==> src/rtl/masked_and_pkg.sv <==
package masked_and_pkg;

   // One non-complete component of the three-share AND.
   // (p,q) are two shares of x, (u,v) the same two share indices of y.
   // The result involves only these two indices, never the third.
   function automatic logic nc_term(input logic p, input logic q,
                                    input logic u, input logic v);
      return (p & u) ^ (p & v) ^ (q & u);
   endfunction

   // Number of clock cycles from operand capture to result, per variant
   function automatic int unsigned pipe_depth(input bit out_reg);
      return out_reg ? 2 : 1;
   endfunction

endpackage

==> src/rtl/share_expand.sv <==
module share_expand #(
   parameter int unsigned WIDTH = 32
) (
   input  logic [WIDTH-1:0] a_s0,
   input  logic [WIDTH-1:0] a_s1,
   input  logic [WIDTH-1:0] b_s0,
   input  logic [WIDTH-1:0] b_s1,
   input  logic [WIDTH-1:0] rnd_a,
   input  logic [WIDTH-1:0] rnd_b,
   output logic [WIDTH-1:0] x0,
   output logic [WIDTH-1:0] x1,
   output logic [WIDTH-1:0] x2,
   output logic [WIDTH-1:0] y0,
   output logic [WIDTH-1:0] y1,
   output logic [WIDTH-1:0] y2
);

   if (WIDTH < 1) begin : g_bad_width
      $error("share_expand: WIDTH must be at least 1");
   end

   // Third share is the random bit itself; it is cancelled in share 0,
   // so the XOR of the three shares equals the two-share XOR.
   for (genvar i = 0; i < WIDTH; i++) begin : g_bit
      always_comb begin
         x0[i] = a_s0[i] ^ rnd_a[i];
         x1[i] = a_s1[i];
         x2[i] = rnd_a[i];
         y0[i] = b_s0[i] ^ rnd_b[i];
         y1[i] = b_s1[i];
         y2[i] = rnd_b[i];
      end
   end

endmodule

==> src/rtl/ti_and_core.sv <==
module ti_and_core
   import masked_and_pkg::*;
#(
   parameter int unsigned WIDTH = 32
) (
   input  logic             clk,
   input  logic             rst_n,
   input  logic             en,
   input  logic [WIDTH-1:0] x0,
   input  logic [WIDTH-1:0] x1,
   input  logic [WIDTH-1:0] x2,
   input  logic [WIDTH-1:0] y0,
   input  logic [WIDTH-1:0] y1,
   input  logic [WIDTH-1:0] y2,
   input  logic [WIDTH-1:0] refresh_in,
   output logic [WIDTH-1:0] z0_q,
   output logic [WIDTH-1:0] z1_q,
   output logic [WIDTH-1:0] z2_q,
   output logic [WIDTH-1:0] m_q,
   output logic             v_q
);

   if (WIDTH < 1) begin : g_bad_width
      $error("ti_and_core: WIDTH must be at least 1");
   end

   logic [WIDTH-1:0] z0_d, z1_d, z2_d;

   // Component k leaves out share index k of both operands
   for (genvar i = 0; i < WIDTH; i++) begin : g_bit
      always_comb begin
         z0_d[i] = nc_term(x1[i], x2[i], y1[i], y2[i]);
         z1_d[i] = nc_term(x2[i], x0[i], y2[i], y0[i]);
         z2_d[i] = nc_term(x0[i], x1[i], y0[i], y1[i]);
      end
   end

   always_ff @(posedge clk or negedge rst_n) begin
      if (!rst_n) begin
         z0_q <= '0;
         z1_q <= '0;
         z2_q <= '0;
         m_q  <= '0;
         v_q  <= 1'b0;
      end else begin
         v_q <= en;
         if (en) begin
            z0_q <= z0_d;
            z1_q <= z1_d;
            z2_q <= z2_d;
            m_q  <= refresh_in;
         end
      end
   end


   core_sum_chk: assert property (@(posedge clk) disable iff (!rst_n)
      en |=> ((z0_q ^ z1_q ^ z2_q) == $past((x0 ^ x1 ^ x2) & (y0 ^ y1 ^ y2))));


   core_hold_chk: assert property (@(posedge clk) disable iff (!rst_n)
      !en |=> ($stable(z0_q) && $stable(z1_q) && $stable(z2_q) && $stable(m_q) && !v_q));


   core_valid_chk: assert property (@(posedge clk) disable iff (!rst_n)
      en |=> v_q);

endmodule

==> src/rtl/share_compress.sv <==
module share_compress #(
   parameter int unsigned WIDTH   = 32,
   parameter bit          OUT_REG = 1'b1
) (
   input  logic             clk,
   input  logic             rst_n,
   input  logic             v_in,
   input  logic [WIDTH-1:0] z0,
   input  logic [WIDTH-1:0] z1,
   input  logic [WIDTH-1:0] z2,
   input  logic [WIDTH-1:0] m,
   output logic [WIDTH-1:0] q0,
   output logic [WIDTH-1:0] q1,
   output logic             v_out
);

   if (WIDTH < 1) begin : g_bad_width
      $error("share_compress: WIDTH must be at least 1");
   end

   logic [WIDTH-1:0] c0, c1;

   // Refresh bit enters both shares; the two shares then carry
   // z0 and z1^z2 respectively, so their XOR is the full product.
   always_comb begin
      c0 = z0 ^ m;
      c1 = z1 ^ z2 ^ m;
   end

   if (OUT_REG) begin : g_reg
      always_ff @(posedge clk or negedge rst_n) begin
         if (!rst_n) begin
            q0    <= '0;
            q1    <= '0;
            v_out <= 1'b0;
         end else begin
            v_out <= v_in;
            if (v_in) begin
               q0 <= c0;
               q1 <= c1;
            end
         end
      end


      cmp_sum_chk: assert property (@(posedge clk) disable iff (!rst_n)
         v_in |=> ((q0 ^ q1) == $past(z0 ^ z1 ^ z2)));


      cmp_hold_chk: assert property (@(posedge clk) disable iff (!rst_n)
         !v_in |=> ($stable(q0) && $stable(q1) && !v_out));


      cmp_valid_chk: assert property (@(posedge clk) disable iff (!rst_n)
         v_in |=> v_out);
   end else begin : g_comb
      always_comb begin
         q0    = c0;
         q1    = c1;
         v_out = v_in;
      end
   end

endmodule

==> src/rtl/masked_and2.sv <==
module masked_and2
   import masked_and_pkg::*;
#(
   parameter int unsigned WIDTH   = 32,
   parameter bit          OUT_REG = 1'b1
) (
   input  logic               clk,
   input  logic               rst_n,
   input  logic               valid_in,
   input  logic [WIDTH-1:0]   a_s0,
   input  logic [WIDTH-1:0]   a_s1,
   input  logic [WIDTH-1:0]   b_s0,
   input  logic [WIDTH-1:0]   b_s1,
   input  logic [2*WIDTH-1:0] rnd_reshare,
   input  logic [WIDTH-1:0]   rnd_refresh,
   output logic               valid_out,
   output logic [WIDTH-1:0]   q_s0,
   output logic [WIDTH-1:0]   q_s1
);

   localparam int unsigned LATENCY = pipe_depth(OUT_REG);
   localparam int unsigned RND_W   = 2 * WIDTH;

   if (WIDTH < 1) begin : g_bad_width
      $error("masked_and2: WIDTH must be at least 1");
   end
   if (LATENCY < 1 || LATENCY > 2) begin : g_bad_lat
      $error("masked_and2: unsupported pipeline depth");
   end

   logic [WIDTH-1:0] x0, x1, x2, y0, y1, y2;
   logic [WIDTH-1:0] z0, z1, z2, m;
   logic             v1;

   share_expand #(.WIDTH(WIDTH)) u_expand (
      .a_s0  (a_s0),
      .a_s1  (a_s1),
      .b_s0  (b_s0),
      .b_s1  (b_s1),
      .rnd_a (rnd_reshare[WIDTH-1:0]),
      .rnd_b (rnd_reshare[RND_W-1:WIDTH]),
      .x0    (x0),
      .x1    (x1),
      .x2    (x2),
      .y0    (y0),
      .y1    (y1),
      .y2    (y2)
   );

   ti_and_core #(.WIDTH(WIDTH)) u_core (
      .clk        (clk),
      .rst_n      (rst_n),
      .en         (valid_in),
      .x0         (x0),
      .x1         (x1),
      .x2         (x2),
      .y0         (y0),
      .y1         (y1),
      .y2         (y2),
      .refresh_in (rnd_refresh),
      .z0_q       (z0),
      .z1_q       (z1),
      .z2_q       (z2),
      .m_q        (m),
      .v_q        (v1)
   );

   share_compress #(.WIDTH(WIDTH), .OUT_REG(OUT_REG)) u_compress (
      .clk   (clk),
      .rst_n (rst_n),
      .v_in  (v1),
      .z0    (z0),
      .z1    (z1),
      .z2    (z2),
      .m     (m),
      .q0    (q_s0),
      .q1    (q_s1),
      .v_out (valid_out)
   );

   if (LATENCY == 2) begin : g_top_chk
      // end-to-end, from port operands to port result
      e2e_sum_chk: assert property (@(posedge clk) disable iff (!rst_n)
         valid_out |-> ((q_s0 ^ q_s1) ==
                        $past((a_s0 ^ a_s1) & (b_s0 ^ b_s1), 2)));
   end

endmodule

==> config.mk <==
export PLATFORM = sky130hd
export DESIGN_NAME = masked_and2
export DESIGN_NICKNAME = d
export VERILOG_FILES = /design/src/rtl/masked_and_pkg.sv /design/src/rtl/share_expand.sv /design/src/rtl/ti_and_core.sv /design/src/rtl/share_compress.sv /design/src/rtl/masked_and2.sv
export SDC_FILE = /design/constraint.sdc
export NUM_CORES = 1
export LEC_CHECK = 0
export BUFFER_PORTS_ARGS = -buffer_cell sky130_fd_sc_hd__clkbuf_2
export CAP_MARGIN = 30
export CORE_UTILIZATION = 48
export DETAILED_ROUTE_END_ITERATION = 7
export HOLD_SLACK_MARGIN = 0.12
export PLACE_DENSITY = 0.85
export SETUP_SLACK_MARGIN = 0.2
export SYNTH_ARGS = -nofsm -noshare
export SYNTH_HDL_FRONTEND = slang
export SYNTH_SLANG_ARGS = --single-unit
==> constraint.sdc <==
create_clock -name clk -period 2.02 [get_ports clk]
set_input_delay 0.101 -clock clk [delete_from_list [all_inputs] [get_ports clk]]
set_output_delay 0.101 -clock clk [all_outputs]
set_load 0.1 [all_outputs]
==> results of run 1 <==
cells by family after synthesis:
family | count (synthesis) | share of synthesized area [%]
muxes | 75 | 7.74
DFF | 194 | 44.5
AOI/OAI and AO/OA | 255 | 13.0
xor gates and xnor gates | 218 | 17.5
and+or+nand+nor | 403 | 15.6
buffers and inverters | 36 | 1.52
registers in the layout, summed over array words and instances (netlist names):
| name | cells |
|---|---|
| u_compress.q1 | 32 |
| u_compress.v_out | 1 |
| u_core.z1_q | 32 |
| u_core.v_q | 1 |
| u_core.m_q | 32 |
| u_compress.q0 | 32 |
| u_core.z0_q | 32 |
| u_core.z2_q | 32 |
worst min-delay path by stage:
stage | startpoint | end | slack, ns | cells past startpoint
2_1_floorplan | rst_n | u_compress.q0[0] | -0.19 | 0
3_3_place_gp | rst_n | u_core.z1_q[28] | 0.16 | 1
3_5_place_dp | rst_n | u_core.z1_q[28] | 0.17 | 1
4_1_cts | rnd_reshare[0] | u_core.z0_q[0] | 0.12 | 3
5_1_grt | rnd_reshare[0] | u_core.z0_q[0] | 0.13 | 3
6_report | b_s0[16] | u_core.z1_q[16] | 0.12 | 5
critical path: cells and delay by family:
| family | cells | cell delay [ns] |
|---|---|---|
| buffers and inverters | 3 | 1.31 |
| XOR/XNOR | 1 | 0.17 |
| AO/OA/AOI/OAI | 3 | 0.60 |
synthesized netlist by cell type, types with 2 or more instances:
library cell,number
nor2_1,223
dfrtp_1,194
xnor2_1,186
a21oi_1,153
nand2_1,88
mux2_2,74
nand2b_1,61
xor2_1,32
a31oi_1,31
o21a_1,31
o21ai_0,31
nor3_1,30
buf_2,24
clkbuf_1,9
a32oi_1,4
a22oi_1,3
buf_1,3
o211ai_1,2
metrics by stage:
stage / util (%) / instance area [µm²] / std cells / setup slack, ns
final: 70.4 / 15500 / 1961 / 0.142
after global routing: 70.4 / 15500 / 1961 / 0.139
after CTS: 69.7 / 15400 / 1957 / 0.291
after detailed placement: 57.9 / 12800 / 1734 / 0.645
after global placement: 57.9 / 12800 / 1734 / 0.681
after floorplan: - / 10900 / 1181 / 0.764
metal layers:
metal / wire length, µm / vias to the layer above
li1: - / 4959
met1: 11900 / 5037
met2: 17000 / 454
met3: 1960 / 138
met4: 1640 / 2
met5: 13 / -
report_power, final:
part / internal [µW] / total (µW) / switching [µW]
combinational: 1860 / 6270 / 4410
clock: 2380 / 3920 / 1540
sequential: 4570 / 5070 / 498
total: 8810 / 15300 / 6450
layout make-up:
cell class,count,area [µm²]
fill,1472,6530
clock buffer,18,439
tap,280,350
timing repair buffer,502,3650
antenna,2,5.00
sequential,194,4860
clock inverter,14,248
multi-input combinational,951,5950
what timing repair did:
| item | 4_1_cts | 5_1_grt |
|---|---|---|
| hold buffers | 191 | 0 |
| hold endpoints to repair | 196 | 0 |
| endpoints found under the setup margin | 0 | 14 |
| resized for setup | 0 | 16 |
==> impl_metrics.py, run 1 <==
metrics = {
    "worst_setup_path": {
        "path_class": "in -> reg",
        "startpoint": "rnd_reshare[49]",
        "cpMostUsedCell": "dlygate4sd3_1",
        "cp-end-kind": "flop",
        "cp_slowest_stage_delay_ns": 0.58,
        "worstPathMaxFanout": 5,
        "endpoint": "u_core.z2_q[17]",
        "required_ns": 2.32,
        "r2r_end": "u_core.z2_q[6]",
        "reg2reg_depth": 4,
        "worst-r2r-setup-slack_ns": 0.61,
        "start_kind": "input pin",
        "path_cells": "dlygate4sd3_1, clkbuf_2, xnor2_2, o21a_1, o21ai_0, a31oi_1, dlygate4sd3_1",
        "cp_slowest_cell": "dlygate4sd3_1",
        "r2r-start": "u_core.z2_q[6]",
        "worstPathArrival_ns": 2.18,
    },
    "clock_tree": {
        "cts_tree": "built",
        "cts_setup_buffers": 0,
        "cts_buffer_depth": 2,
        "htreeDepth": 4,
        "worstSkewPairLatency_ns": 0.42,
        "cts_buffers": 17,
        "cts.clk_slew.worst_paths_ns": 0.07,
        "clock_sink_count": 194,
        "cts-root-buf": "clkbuf_16",
    },
    "drt": {
        "vias": 10600,
        "wire_per_inst_um": 16.6,
        "drc_errors": 18,
        "drtAntennaViolNets": 0,
        "drtIter0Drc": 687,
        "vias_per_cell": 5.40,
        "routed_wl_um": 32500,
        "drt_pre_antenna_iters": 8,
    },
    "synthesis": {
        "synth_flop_cell": "dfrtp_1",
        "synthCells": 1181,
        "ys_types": 20,
        "synth-async-reset-ratio_pct": 100,
        "syn_nets": 1408,
        "synth_seq_cells": 194,
        "synth_top_cell_by_area": "dfrtp_1",
        "yosysWarningCount": 0,
        "yosys.area.top_type_share_pct": 44.5,
        "syn_avg_cell_area_um2": 9.23,
        "synth_edf_count": 0,
        "yosys-top-cells-area": "dfrtp_1 (45%), xnor2_1 (15%), nor2_1 (7.7%), mux2_2 (7.6%), a21oi_1 (7.0%)",
        "synth-seq-area-share_pct": 44.5,
        "syn-cell-area_um2": 10900,
    },
    "sta": {
        "setup_violations": 0,
        "max_clock_freq_mhz": 532,
        "drv_slew": 0,
        "slew_headroom_pct": 56.8,
        "fin_crit_ns": 1.88,
        "worst_pin_slew_ns": 0.648,
        "finClkSkew_ns": 0.0128,
        "rsz0062_at_grt": "yes",
        "tns_ns": 0,
        "hold_viol": 0,
        "min_period_over_period_pct": 93.0,
        "whs_ns": 0.117,
    },
    "outcome": {
        "status": "complete, but fails checks",
        "violations": "design-rule violations",
    },
    "floorplanning": {
        "fp.dieW_um": 153,
        "dieHeight_um": 153,
        "die-area_um2": 23300,
        "io_pins": 292,
        "core_area_um2": 22000,
        "start_util_pct": 49.5,
        "placement_rows": 54,
    },
    "layout": {
        "final_cell_mix": "clkbuf_2 (289), nor2_1 (223), dfrtp_1 (193)",
        "fin_nets": 1893,
        "drive_above_1_share_pct": 25.4,
        "layout.cells.most_common": "clkbuf_2",
        "areaGrowthSynthToFinish_pct": 42.2,
    },
    "grt": {
        "grt_busiest_layer": "met2",
        "grt_overflow_total": 0,
        "grt_pass1_wl_um": 52500,
        "antenna_found_initial": 3,
        "grt_use_met3_pct": 6.00,
        "use_met1_pct": 29.0,
        "grt_max_degree": 78,
        "grt.total_usage_pct": 27.8,
        "grt_pass1_vias": 11200,
        "grt_use_met2_pct": 51.1,
    },
    "pwr": {
        "leakagePower_uw": 0.00672,
        "p_per_area_nw_per_um2": 985,
        "finalPower_uw": 15300,
        "ir_drop_mv": 0.737,
    },
    "placement": {
        "gp_congestion": 0.863,
        "port_buffers": 291,
        "dpl.hpwl_um": 18400,
    },
    "min_path": {
        "hold_path_class": "in -> reg",
    },
    "run": {
        "drv_cap": 0,
    },
}
Note: power is estimated with default switching activity, not from simulation.
==> run 2, diff against run 1 <==
BUFFER_PORTS_ARGS = default   (was -buffer_cell sky130_fd_sc_hd__clkbuf_2)
DONT_BUFFER_PORTS = 1   (was default)
PLACE_DENSITY = 0.68   (was 0.85)
==> run 2 against run 1 <==
  * The flow finishes with violations (design-rule violations, negative hold slack)
  * Total power shrank 6.7%
  * Fmax grew 7.4%
  * Global-route usage shrank 5.6 points
  * Sequential share of layout area grew 3.1 points
  * Wire length shrank 20%
  * Clock skew shrank 0.0047 ns
  * Largest cell class unchanged
  * Register-to-register slack lost 0.12 ns
  * First-iteration DRC count shrank 39%
  * Design area shrank 8.9%
==> impl_metrics.py, run 2 (synthesis gave the netlist of run 1 again) <==
metrics = {
    "sta": {
        "hold_viol": 194,
        "tns_ns": 0,
        "finClkSkew_ns": 0.00804,
        "whs_ns": -0.642,
        "rsz0062_at_grt": "no",
        "fin_crit_ns": 1.75,
        "drv_slew": 0,
        "slew_headroom_pct": 73.2,
        "max_clock_freq_mhz": 572,
        "setup_violations": 0,
        "worst_pin_slew_ns": 0.402,
        "min_period_over_period_pct": 86.6,
    },
    "worst_setup_path": {
        "cp_slowest_cell": "dlygate4sd3_1",
        "r2r-start": "u_core.z2_q[6]",
        "endpoint": "u_core.z2_q[17]",
        "worstPathMaxFanout": 5,
        "cpMostUsedCell": "dlygate4sd3_1",
        "path_cells": "dlygate4sd3_1, nand2_1, dlygate4sd3_1, a31oi_1, dlygate4sd3_1",
        "r2r_end": "u_core.z2_q[6]",
        "required_ns": 2.39,
        "reg2reg_depth": 4,
        "cp_slowest_stage_delay_ns": 0.63,
        "startpoint": "a_s1[17]",
        "cp-end-kind": "flop",
        "worstPathArrival_ns": 2.12,
        "worst-r2r-setup-slack_ns": 0.49,
        "path_class": "in -> reg",
        "start_kind": "input pin",
    },
    "layout": {
        "fin_nets": 1649,
        "final_cell_mix": "nor2_1 (223), dfrtp_1 (193), dlygate4sd3_1 (187)",
        "drive_above_1_share_pct": 12.3,
        "layout.cells.most_common": "nor2_1",
        "n_antenna_cell": 0,
        "areaGrowthSynthToFinish_pct": 29.6,
        "fillers": 1731,
    },
    "floorplanning": {
        "dieHeight_um": 153,
        "fp.dieW_um": 153,
        "start_util_pct": 49.5,
        "placement_rows": 54,
        "die-area_um2": 23300,
        "io_pins": 292,
        "core_area_um2": 22000,
    },
    "drt": {
        "drc_errors": 16,
        "drtAntennaViolNets": 0,
        "routed_wl_um": 25900,
        "vias": 9004,
        "drt_pre_antenna_iters": 8,
        "drtIter0Drc": 418,
        "vias_per_cell": 5.25,
        "wire_per_inst_um": 15.1,
    },
    "placement": {
        "port_buffers": 0,
        "gp_congestion": 0.825,
        "dpl.hpwl_um": 15600,
    },
    "clock_tree": {
        "htreeDepth": 4,
        "worstSkewPairLatency_ns": 0.43,
        "clock_sink_count": 194,
        "cts_tree": "built",
        "cts-root-buf": "clkbuf_16",
        "cts_buffer_depth": 2,
        "cts_buffers": 17,
        "cts.clk_slew.worst_paths_ns": 0.08,
    },
    "grt": {
        "grt_pass1_vias": 9435,
        "grt_max_degree": 195,
        "grt_pass1_wl_um": 42200,
        "antenna_found_initial": 0,
        "grt_overflow_total": 0,
        "grt.total_usage_pct": 22.2,
    },
    "pwr": {
        "ir_drop_mv": 0.513,
        "leakagePower_uw": 0.00560,
        "p_per_area_nw_per_um2": 1010,
        "finalPower_uw": 14200,
    },
    "outcome": {
        "violations": "design-rule violations, negative hold slack",
        "status": "complete, but fails checks",
    },
    "run": {
        "drv_cap": 0,
    },
    "min_path": {
        "hold_path_class": "in -> async",
    },
}
-- run 2: changes by cell type in the layout (fill, tap and decap cells not counted), sizes merged --
cell	previous run	this run
inv	4	7
bufinv	6	0
dlygate4sd3	191	187
buf	19	69
clkbuf	310	19
dlymetal6s4s	0	1
diode	2	0
clkinv	1	6
clkinvlp	3	1
-- run 2: layout make-up --
cell class	instances	area, µm²	share of cell area, %
clock buffer	18	429	3.04
clock inverter	14	145	1.03
multi-input combinational	951	5880	41.6
sequential	194	4860	34.4
tap	280	350	2.48
timing repair buffer	258	2460	17.4
-- run 2: how the worst min path moves through the flow --
stage               cells after the start           endpoint  slack [ns]   from
detailed placement                      0  u_compress.q1[29]       -0.19  rst_n
global placement                        0  u_compress.q1[29]       -0.19  rst_n
CTS                                     0    u_core.z2_q[28]       -0.66  rst_n
finish                                  0    u_core.z2_q[29]       -0.64  rst_n
global route                            0    u_core.z2_q[29]       -0.67  rst_n
floorplan                               0   u_compress.q0[0]       -0.19  rst_n
-- run 2: worst max-delay path, delay by kind of cell --
family,cells,cell delay (ns)
AO/OA/AOI/OAI,1,0.17
AND/OR/NAND/NOR,1,0.08
buffers and inverters,3,1.76
-- run 2: timing repair --
| item | 4_1_cts | 5_1_grt |
|---|---|---|
| buffers inserted | 0 | 0 |
| endpoints found under the setup margin | 0 | 3 |
| endpoints found under the hold margin | 323 | 196 |
| hold buffers | 187 | 4 |
| gates resized for setup | 0 | 2 |
-- run 2: stage by stage --
| stage | utilization [%] | std cells | cell area (µm²) | setup WS, ns |
|---|---|---|---|---|
| floorplan | - | 1181 | 10900 | 0.764 |
| global placement | 52.7 | 1492 | 11600 | 0.827 |
| detailed placement | 52.7 | 1492 | 11600 | 0.800 |
| CTS | 63.9 | 1711 | 14100 | 0.224 |
| global route | 64.1 | 1715 | 14100 | 0.234 |
| finish | 64.1 | 1715 | 14100 | 0.271 |
-- run 2: where the power goes --
part / switching [µW] / internal [µW]
combinational: 4000 / 1980
clock: 1620 / 1650
sequential: 418 / 4570
total: 6040 / 8200
-- run 2: metal layers --
layer | vias up | routed length [µm] | track usage, % | share of wire (%)
met5 | - | 0 | 0 | 0
met4 | 0 | 745 | 8.95 | 2.9
met3 | 56 | 1680 | 6.43 | 6.5
met2 | 246 | 13200 | 40.2 | 51
met1 | 4244 | 10200 | 24.3 | 39
li1 | 4458 | - | - | -
